$ cat config.mk
export PLATFORM = sky130hd
export DESIGN_NAME = cycle_timer_monitor
export DESIGN_NICKNAME = d
export VERILOG_FILES = /design/src/rtl/cyc_timer_pkg.sv /design/src/rtl/cyc_timer_core.sv /design/src/rtl/cyc_lost_tracker.sv /design/src/rtl/cyc_master_watchdog.sv /design/src/rtl/cycle_timer_monitor.sv
export SDC_FILE = /design/constraint.sdc
export NUM_CORES = 1
export LEC_CHECK = 0
export BUFFER_PORTS_ARGS = -buffer_cell sky130_fd_sc_hd__buf_2
export CAP_MARGIN = 20
export CORE_MARGIN = 2
export CORE_UTILIZATION = 49
export CTS_CLUSTER_SIZE = 25
export DETAILED_ROUTE_END_ITERATION = 8
export PLACE_DENSITY = 0.76
export SLEW_MARGIN = 20
export SYNTH_ARGS = -nofsm -noshare
export SYNTH_HDL_FRONTEND = slang
export SYNTH_SLANG_ARGS = --single-unit
$ cat constraint.sdc
create_clock -name clk_i -period 1.9 [get_ports clk_i]
set_input_delay 0.38 -clock clk_i [delete_from_list [all_inputs] [get_ports clk_i]]
set_output_delay 0.38 -clock clk_i [all_outputs]
set_load 0.01 [all_outputs]
$ cat src/rtl/cyc_timer_pkg.sv
package cyc_timer_pkg;
  parameter int SEC_W = 7;
  parameter int CNT_W = 13;
  parameter int OFF_W = 12;

  typedef struct packed {
    logic [SEC_W-1:0] sec;
    logic [CNT_W-1:0] cnt;
    logic [OFF_W-1:0] off;
  } cyc_time_t;
endpackage

$ cat src/rtl/cyc_timer_core.sv
module cyc_timer_core
  import cyc_timer_pkg::*;
#(
  parameter int OFF_MAX = 3072,
  parameter int CNT_MAX = 8000
) (
  input  logic             clk_i,
  input  logic             rst_ni,
  input  logic             tick_i,
  input  logic             load_i,
  input  logic [SEC_W-1:0] load_sec_i,
  input  logic [CNT_W-1:0] load_cnt_i,
  output cyc_time_t        time_o,
  output logic             synch_o,
  output logic             sec64_o
);
  localparam logic [OFF_W-1:0] OFF_LAST = OFF_W'(OFF_MAX - 1);
  localparam logic [CNT_W-1:0] CNT_LAST = CNT_W'(CNT_MAX - 1);

  cyc_time_t t_q;
  logic      lsb_d_q, msb_d_q;
  logic      off_wrap;

  assign off_wrap = tick_i && (t_q.off == OFF_LAST);

  always_ff @(posedge clk_i or negedge rst_ni) begin
    if (!rst_ni) begin
      t_q     <= '0;
      lsb_d_q <= 1'b0;
      msb_d_q <= 1'b0;
    end else begin
      lsb_d_q <= t_q.cnt[0];
      msb_d_q <= t_q.sec[SEC_W-1];
      if (tick_i) t_q.off <= off_wrap ? '0 : t_q.off + 1'b1;
      // load wins over a carry in the same cycle
      if (load_i) begin
        t_q.sec <= load_sec_i;
        t_q.cnt <= load_cnt_i;
      end else if (off_wrap) begin
        if (t_q.cnt == CNT_LAST) begin
          t_q.cnt <= '0;
          t_q.sec <= t_q.sec + 1'b1;
        end else begin
          t_q.cnt <= t_q.cnt + 1'b1;
        end
      end
    end
  end

  assign time_o  = t_q;
  assign synch_o = t_q.cnt[0] ^ lsb_d_q;
  assign sec64_o = t_q.sec[SEC_W-1] ^ msb_d_q;

  AST_OFF_RANGE: assert property (@(posedge clk_i) disable iff (!rst_ni)
    t_q.off <= OFF_LAST);
  AST_OFF_STEP: assert property (@(posedge clk_i) disable iff (!rst_ni)
    tick_i |=> (t_q.off == (($past(t_q.off) == OFF_LAST) ? '0 : $past(t_q.off) + 1'b1)));
  AST_HOLD_NO_TICK: assert property (@(posedge clk_i) disable iff (!rst_ni)
    (!tick_i && !load_i) |=> $stable(t_q));
endmodule

$ cat src/rtl/cyc_lost_tracker.sv
module cyc_lost_tracker (
  input  logic clk_i,
  input  logic rst_ni,
  input  logic synch_i,
  input  logic cs_i,
  input  logic sub_gap_i,
  input  logic arb_gap_i,
  output logic lost_o
);
  logic armed_q, seen_cs_q, gap_q, pred_q, lost_q;
  logic can_pred;

  assign can_pred = armed_q && !seen_cs_q && !pred_q && !cs_i;

  always_ff @(posedge clk_i or negedge rst_ni) begin
    if (!rst_ni) begin
      armed_q   <= 1'b0;
      seen_cs_q <= 1'b0;
      gap_q     <= 1'b0;
      pred_q    <= 1'b0;
      lost_q    <= 1'b0;
    end else begin
      lost_q <= 1'b0;
      if (synch_i) begin
        lost_q    <= armed_q && !seen_cs_q && !pred_q;
        armed_q   <= 1'b1;
        seen_cs_q <= cs_i;
        gap_q     <= 1'b0;
        pred_q    <= 1'b0;
      end else begin
        if (cs_i) seen_cs_q <= 1'b1;
        if (can_pred) begin
          if (arb_gap_i || (sub_gap_i && gap_q)) begin
            lost_q <= 1'b1;
            pred_q <= 1'b1;
          end else if (sub_gap_i) begin
            gap_q <= 1'b1;
          end
        end
      end
    end
  end

  assign lost_o = lost_q;

  AST_LOST_NEEDS_SYNCH: assert property (@(posedge clk_i) disable iff (!rst_ni)
    lost_o |-> armed_q);
  AST_PRED_BLOCKS: assert property (@(posedge clk_i) disable iff (!rst_ni)
    (pred_q && synch_i) |=> !lost_o);
endmodule

$ cat src/rtl/cyc_master_watchdog.sv
module cyc_master_watchdog #(
  parameter int LIMIT = 3072
) (
  input  logic clk_i,
  input  logic rst_ni,
  input  logic tick_i,
  input  logic cyc_master_i,
  input  logic cs_sent_i,
  input  logic sub_gap_i,
  output logic too_long_o,
  output logic master_clr_o
);
  localparam int TW = $clog2(LIMIT + 1);
  localparam logic [TW-1:0] T_LAST = TW'(LIMIT - 1);

  logic          run_q, fire_q;
  logic [TW-1:0] ticks_q;

  always_ff @(posedge clk_i or negedge rst_ni) begin
    if (!rst_ni) begin
      run_q   <= 1'b0;
      fire_q  <= 1'b0;
      ticks_q <= '0;
    end else if (!cyc_master_i) begin
      run_q   <= 1'b0;
      fire_q  <= 1'b0;
      ticks_q <= '0;
    end else begin
      fire_q <= 1'b0;
      if (cs_sent_i) begin
        run_q   <= 1'b1;
        ticks_q <= '0;
      end else if (run_q) begin
        if (sub_gap_i) begin
          run_q <= 1'b0;
        end else if (tick_i) begin
          if (ticks_q == T_LAST) begin
            run_q  <= 1'b0;
            fire_q <= 1'b1;
          end else begin
            ticks_q <= ticks_q + 1'b1;
          end
        end
      end
    end
  end

  assign too_long_o   = fire_q;
  assign master_clr_o = fire_q;

  AST_FIRE_IN_MASTER: assert property (@(posedge clk_i) disable iff (!rst_ni)
    too_long_o |-> $past(cyc_master_i));
  AST_TICKS_BOUND: assert property (@(posedge clk_i) disable iff (!rst_ni)
    ticks_q <= T_LAST);
  AST_FIRE_ONE_CYCLE: assert property (@(posedge clk_i) disable iff (!rst_ni)
    too_long_o |=> !too_long_o);
endmodule

$ cat src/rtl/cycle_timer_monitor.sv
module cycle_timer_monitor
  import cyc_timer_pkg::*;
#(
  parameter int OFF_MAX = 3072,
  parameter int CNT_MAX = 8000,
  parameter int LIMIT   = 3072
) (
  input  logic             clk_i,
  input  logic             rst_ni,
  input  logic             tick_i,
  input  logic             cs_rx_i,
  input  logic [SEC_W-1:0] cs_rx_sec_i,
  input  logic [CNT_W-1:0] cs_rx_cnt_i,
  input  logic             cs_sent_i,
  input  logic             sub_gap_i,
  input  logic             arb_gap_i,
  input  logic             cyc_master_i,
  output logic [31:0]      timer_o,
  output logic             synch_o,
  output logic             sec64_o,
  output logic             inconsistent_o,
  output logic             lost_o,
  output logic             too_long_o,
  output logic             master_clr_o
);
  cyc_time_t now;
  logic      synch, incons_q, mismatch;

  cyc_timer_core #(.OFF_MAX(OFF_MAX), .CNT_MAX(CNT_MAX)) u_core (
    .clk_i      (clk_i),
    .rst_ni     (rst_ni),
    .tick_i     (tick_i),
    .load_i     (cs_rx_i && !cyc_master_i),
    .load_sec_i (cs_rx_sec_i),
    .load_cnt_i (cs_rx_cnt_i),
    .time_o     (now),
    .synch_o    (synch),
    .sec64_o    (sec64_o)
  );

  assign mismatch = (cs_rx_sec_i != now.sec) || (cs_rx_cnt_i != now.cnt);

  always_ff @(posedge clk_i or negedge rst_ni) begin
    if (!rst_ni) incons_q <= 1'b0;
    else         incons_q <= cs_rx_i && mismatch;
  end

  cyc_lost_tracker u_lost (
    .clk_i     (clk_i),
    .rst_ni    (rst_ni),
    .synch_i   (synch),
    .cs_i      (cs_rx_i || cs_sent_i),
    .sub_gap_i (sub_gap_i),
    .arb_gap_i (arb_gap_i),
    .lost_o    (lost_o)
  );

  cyc_master_watchdog #(.LIMIT(LIMIT)) u_wdog (
    .clk_i        (clk_i),
    .rst_ni       (rst_ni),
    .tick_i       (tick_i),
    .cyc_master_i (cyc_master_i),
    .cs_sent_i    (cs_sent_i),
    .sub_gap_i    (sub_gap_i),
    .too_long_o   (too_long_o),
    .master_clr_o (master_clr_o)
  );

  assign timer_o        = now;
  assign synch_o        = synch;
  assign inconsistent_o = incons_q;

  AST_INCONS_AFTER_RX: assert property (@(posedge clk_i) disable iff (!rst_ni)
    inconsistent_o |-> $past(cs_rx_i));
  AST_MASTER_NO_LOAD: assert property (@(posedge clk_i) disable iff (!rst_ni)
    (cyc_master_i && cs_rx_i && !tick_i) |=> $stable(timer_o));
endmodule

==> impl_results.md, run 1 <==
* Unrepaired setup endpoints after global routing: yes
* Vias in the first global route at 2755
* Syn-to-layout area delta at 24.1%
* Logic gate share of total power at 0.291
* PortBufs at 65
* ANT nets after route at 0
* Worst Path Arrival at 2.08 ns
* Fin. Hold Viols at 18
* Synth top area share at 0.433
* Seq pwr share at 0.477
* Diode count at 0
* Design Power at 0.00301 W
* Slew HR at 0.648
* Top post-synthesis cells by area: dfrtp_1, xnor2_1, xor2_1, nor2_1, nand2_1
* Worst-Margin Slew at 0.528 ns
* Max rail drop VDD at 0.595 mV
* Post-synth EDFFs at 0
* Synth area leader: dfrtp_1
* Final Setup Violations at 0
* Initial Utilization at 0.501
* Synth Warn # at 0
* Sequential cell area fraction in the yosys report at 0.433
* WS Path Type: reg -> reg
* Min cycle time layout at 1.84 ns
* P_leak at 1.68 nW
* Pint at 0.00200 W
* Initial antenna violation count at 0
* First-pass GRT wire length at 13.1 mm
* CTS Buffer Depth at 2
* # hold bufs at CTS at 0
* #FFs+latches synth at 54
* Final Cycle Share at 0.966
* Max frequency at 545 MHz
* Hold/Removal Path Class: in -> async
* Status: complete, but fails checks
* All-layer global routing usage at 0.230
* Synth cell types at 55
* GP Congestion at 0.837
* GR Overflow Total at 0
* Dpl cell area at 3710 µm²
* Post-synth ARST share at 1.00
* Drt drc at 0
* Clock Skew at 0.0164 ns
* Mapped Area at 3120 µm²
* Initial DRC Count at 171
* Final core utilization at 0.621
* Root buf cell: clkbuf_8
* TritonCTS clock tree: yes
* # IOs at 66
* Psw at 0.00102 W
* Post-route design area at 3880 µm²
* Drt first pass iters at 4
* Die area at 7030 µm²
* Failing checks: hold timing
* Syn Area/Cell at 9.24 µm²
* Startpoint Class: flip-flop
* Fin nets at 462
* Clk slew on worst S/H paths at 0.11 ns
* Die Span Y at 83.9 µm
* CP required at 2.15 ns
* Power per Cell Area at 777 nW/µm²
* H-tree depth at 2
* Sw Ratio at 0.337
* DRT Wirelength at 7.91 mm
* Fillers at 540
* Die width at 83.9 µm
* Rows at 29
* Cell count after synthesis at 338
* Hold WS at -0.0139 ns
* Clk sinks at 54
* Max Slew Vio Count at 0
* HPWL after DPL at 5.99 mm
* CP Max Fanout at 4
* Clk Latency, worst-skew pair at 0.32 ns
* Core ar. at 6240 µm²
* Layout cell share with drive strength beyond 1 at 0.311
* Inserted Clock Buffers at 5
* Syn_nets at 370
* Max Cap Viol at 0
* Worst Setup End Kind: flip-flop
* Routed via count at 2859
* Largest net degree at the start of global routing at 23
* Clock power share at 0.232
* Ys flop type: dfrtp_1
* Avg Vias per Cell at 5.63
* WL/cell at 15.6 µm
[worst max-delay path: stages, from the launching register on]
cell and delay, ns:
dfrtp_1 0.43, ha_2 0.20, nand2_2 0.07, nor4_1 0.06
or4_1 0.54, or3_4 0.34, a21oi_2 0.13
[cell families after synthesis]
logic type                 count (synthesis)  synth area share
xor gates and xnor gates                  48             0.135
adders and majority gates                  4            0.0160
AOI/OAI and AO/OA                         51            0.0933
and+or+nand+nor                          159             0.284
DFF                                       54             0.433
muxes                                      3            0.0100
buffers and inverters                     19            0.0300
[power groups by stage]
stage / logic, W / registers, W / clock network (W)
2_1_floorplan: 0.000366 / 0.00152 / 0
3_3_place_gp: 0.000830 / 0.00145 / 0
3_5_place_dp: 0.000855 / 0.00145 / 0
4_1_cts: 0.000859 / 0.00143 / 0.000718
5_1_grt: 0.000978 / 0.00146 / 0.000761
6_report: 0.000876 / 0.00144 / 0.000699
[layout make-up]
class                      count  area [µm²]  share of cell area
clock inverter                 2        17.5             0.00452
sequential                    54        1360               0.350
timing repair buffer         100         592               0.153
tap                           77        96.3              0.0248
multi-input combinational    265        1720               0.443
clock buffer                   6        82.6              0.0213
inverter                       4        15.0             0.00387
[path summary, 6_finish.rpt]
check | startpoint | depth (start not counted) | to | slack [ns]
setup / recovery | u_wdog.ticks_q[1] | 6 | u_wdog.ticks_q[9] | 0.06
hold / removal | rst_ni | 1 | u_core.time_o[9] | -0.01
setup reg to reg | u_wdog.ticks_q[1] | 6 | u_wdog.ticks_q[9] | 0.06
hold reg to reg | u_lost.armed_q | 1 | u_lost.armed_q | 0.48
max in group asynchronous | rst_ni | 2 | u_core.time_o[13] | 1.22
min in group clk_i | cs_rx_cnt_i[0] | 3 | u_core.time_o[12] | 0.30
[sequential cells by signal, indices dropped and copies added (netlist names)]
| register | cells |
|---|---|
| u_core.time_o | 32 |
| u_wdog.ticks_q | 12 |
| inconsistent_o | 1 |
| u_core.lsb_d_q | 1 |
| u_core.msb_d_q | 1 |
| u_lost.armed_q | 1 |
| u_lost.gap_q | 1 |
| u_lost.lost_o | 1 |
| u_lost.pred_q | 1 |
| u_lost.seen_cs_q | 1 |
| u_wdog.master_clr_o | 1 |
| u_wdog.run_q | 1 |
[routing by layer]
metal  share of wire  GRT usage
met5               0          0
met2            0.48      0.369
met4           0.013     0.0616
met3           0.057     0.0455
met1            0.45      0.319
[what timing repair did]
item,CTS,global route
setup buffers,0,5
resized for setup,0,13
setup endpoints to repair,0,11
[Yosys cell counts, drive strengths merged, types with 2 or more instances]
cell / n
o21ai: 21
or4: 5
nand2: 33
nor2: 37
and2: 4
dfrtp: 54
ha: 4
a31oi: 8
nor2b: 2
or3b: 2
a21oi: 14
or3: 4
and4: 6
mux2i: 2
nand3: 13
nor3: 11
nand4: 10
clkbuf: 9
or2: 2
inv: 4
xnor2: 26
buf: 6
nand2b: 6
nor4: 10
nor3b: 2
nand3b: 3
xor2: 22
and3: 4
[stage by stage]
stage               worst slack (ns)  TNS, ns  cells  hold WS, ns
detailed placement            0.0286        0    495        0.352
floorplan                    -0.0601  -0.0601    338       0.0844
global placement              0.0787        0    495        0.347
global route                 -0.0275  -0.0518    508       0.0107
CTS                           0.0228        0    503      0.00506
finish                        0.0641        0    508      -0.0139
[placed cells by master (no fill, tap or decap), drive strengths merged, types with 3 or more instances in the layout]
| cell type | n |
|---|---|
| nor2 | 37 |
| xor2 | 22 |
| o21ai | 21 |
| xnor2 | 26 |
| nor4 | 10 |
| inv | 4 |
| ha | 4 |
| and4 | 6 |
| or4 | 5 |
| nand2 | 33 |
| or3 | 4 |
| a31oi | 8 |
| and2 | 4 |
| nand2b | 6 |
| clkbuf | 6 |
| nand3b | 3 |
| a21oi | 14 |
| nand4 | 10 |
| and3 | 4 |
| nor3 | 11 |
| buf | 100 |
| nand3 | 13 |
| dfrtp | 54 |
Note: power is estimated with default switching activity, not from simulation.
==> inputs of run 2 (changes only) <==
Settings changed: MAX_ROUTING_LAYER set to met4.
==> run 2 against run 1 <==
- the flow still finishes with violations (hold timing)
- clock power hardly changed
- sequential power barely moved
- final cell count stayed put
- die area did not move
- hold slack about the same
- first-iteration DRC count is 1.8% lower
- cell area did not move
- worst setup slack is essentially flat
- largest cell class unchanged
==> impl_results.md, run 2 (synthesis gave the netlist of run 1 again) <==
* Clock Skew at 0.0164 ns (about the same)
* Logic gate share of total power at 0.291 (about the same)
* Clk slew on worst S/H paths at 0.11 ns (about the same)
* GP Congestion at 0.850 (was 0.837)
* Most frequent cells in the layout: buf_2, dfrtp_1, nor2_1 (unchanged)
* Final Cycle Share at 0.966 (about the same)
* Die area at 7030 µm² (unchanged)
* Hold/Removal Path Class: in -> async (unchanged)
* Drt first pass iters at 4 (unchanged)
* Vias in the first global route at 2751 (was 2755)
* H-tree depth at 2 (unchanged)
* # IOs at 66 (unchanged)
* Worst-Margin Slew at 0.529 ns (was 0.528 ns)
* Max frequency at 545 MHz (about the same)
* WL/cell at 15.6 µm (about the same)
* Core ar. at 6240 µm² (unchanged)
* Unrepaired setup endpoints after global routing: yes (unchanged)
* PortBufs at 65 (unchanged)
* P_leak at 1.68 nW (unchanged)
* Failing checks: hold timing (unchanged)
* Status: complete, but fails checks (unchanged)
* Psw at 0.00102 W (about the same)
* Seq pwr share at 0.477 (about the same)
* Hold WS at -0.0142 ns (was -0.0139 ns)
* Initial Utilization at 0.501 (unchanged)
* Startpoint Class: flip-flop (unchanged)
* Max Slew Vio Count at 0 (unchanged)
* Largest net degree at the start of global routing at 23 (unchanged)
* Rows at 29 (unchanged)
* Max rail drop VDD at 0.595 mV (about the same)
* Clk Latency, worst-skew pair at 0.32 ns (about the same)
* Die width at 83.9 µm (unchanged)
* Sw Ratio at 0.338 (was 0.337)
* Drt drc at 0 (unchanged)
* TritonCTS clock tree: yes (unchanged)
* # hold bufs at CTS at 0 (unchanged)
* Power per Cell Area at 778 nW/µm² (was 777 nW/µm²)
* Layout cell share with drive strength beyond 1 at 0.311 (unchanged)
* Worst Setup End Kind: flip-flop (unchanged)
* Final Setup Violations at 0 (unchanged)
* Number of flip-flops in the largest register at 32 (unchanged)
* Root buf cell: clkbuf_8 (unchanged)
* Most common cell after layout, fill and taps aside: buf_2 (unchanged)
* First-pass GRT wire length at 13.1 mm (about the same)
* CP Max Fanout at 4 (unchanged)
* Fin nets at 462 (unchanged)
* Inserted Clock Buffers at 5 (unchanged)
* Diode count at 0 (unchanged)
* Clk sinks at 54 (unchanged)
* Final core utilization at 0.621 (unchanged)
* Syn-to-layout area delta at 24.1% (unchanged)
* Slew HR at 0.648 (about the same)
* Setup TNS at 0 ns (unchanged)
* ANT nets after route at 0 (unchanged)
* All-layer global routing usage at 0.236 (was 0.230)
* Avg Vias per Cell at 5.65 (was 5.63)
* Worst Path Arrival at 2.08 ns (about the same)
* Clock power share at 0.232 (about the same)
* Max Cap Viol at 0 (unchanged)
* GR Overflow Total at 0 (unchanged)
* CTS Buffer Depth at 2 (unchanged)
* Min cycle time layout at 1.84 ns (about the same)
* Routed via count at 2872 (was 2859)
* Pint at 0.00200 W (about the same)
* Die Span Y at 83.9 µm (unchanged)
* Initial DRC Count at 168 (was 171)
* Fin. Hold Viols at 18 (unchanged)
* CP required at 2.15 ns (about the same)
* DRT Wirelength at 7.94 mm (was 7.91 mm)
* HPWL after DPL at 5.99 mm (unchanged)
* WS Path Type: reg -> reg (unchanged)
* Initial antenna violation count at 0 (unchanged)
==> run 2: cell counts in the layout (fill, tap and decap cells not counted) <==
Identical to the previous run, type by type.
==> run 2: metal layers <==
| layer | GRT usage | part of all wire |
|---|---|---|
| met1 | 0.319 | 0.44 |
| met2 | 0.369 | 0.49 |
| met3 | 0.0455 | 0.056 |
| met4 | 0.0616 | 0.013 |
| met5 | - | 0 |
==> run 2: path summary, 6_finish.rpt <==
check,start,endpoint,slack [ns],cells after the start
hold / removal,rst_ni,u_core.time_o[9],-0.01,1
setup reg to reg,u_wdog.ticks_q[1],u_wdog.ticks_q[9],0.06,6
hold reg to reg,u_lost.armed_q,u_lost.armed_q,0.48,1
max in group asynchronous,rst_ni,u_core.time_o[13],1.22,2
setup / recovery,u_wdog.ticks_q[1],u_wdog.ticks_q[9],0.06,6
min in group clk_i,cs_rx_cnt_i[0],u_core.time_o[12],0.30,3
==> run 2: power by group through the flow <==
stage	combinational, W	clock (W)	sequential [W]
after floorplan	0.000366	0	0.00152
after global placement	0.000830	0	0.00145
after detailed placement	0.000855	0	0.00145
after CTS	0.000859	0.000718	0.00143
after global routing	0.000978	0.000761	0.00146
final	0.000877	0.000699	0.00144
==> run 2: timing repair <==
action	in CTS	in global routing
endpoints found under the setup margin	0	11
gates resized for setup	0	13
setup buffers	0	5
==> run 2: worst max-delay path, stage by stage (launching register included) <==
cell and delay (ns):
dfrtp_1 0.43, ha_2 0.20, nand2_2 0.07, nor4_1 0.06, or4_1 0.54, or3_4 0.34, a21oi_2 0.13
==> run 2: per-stage QoR <==
stage | cells | power, W | setup slack [ns] | area (µm²)
2_1_floorplan | 338 | 0.00189 | -0.0601 | 3140
3_3_place_gp | 495 | 0.00228 | 0.0787 | 3710
3_5_place_dp | 495 | 0.00231 | 0.0286 | 3710
4_1_cts | 503 | 0.00301 | 0.0228 | 3810
5_1_grt | 508 | 0.00320 | -0.0275 | 3880
6_report | 508 | 0.00302 | 0.0645 | 3880
==> run 2: layout make-up <==
cell class,instances,area [µm²]
timing repair buffer,100,592
sequential,54,1360
tap,77,96.3
fill,540,2360
multi-input combinational,265,1720
clock buffer,6,82.6
inverter,4,15.0
clock inverter,2,17.5
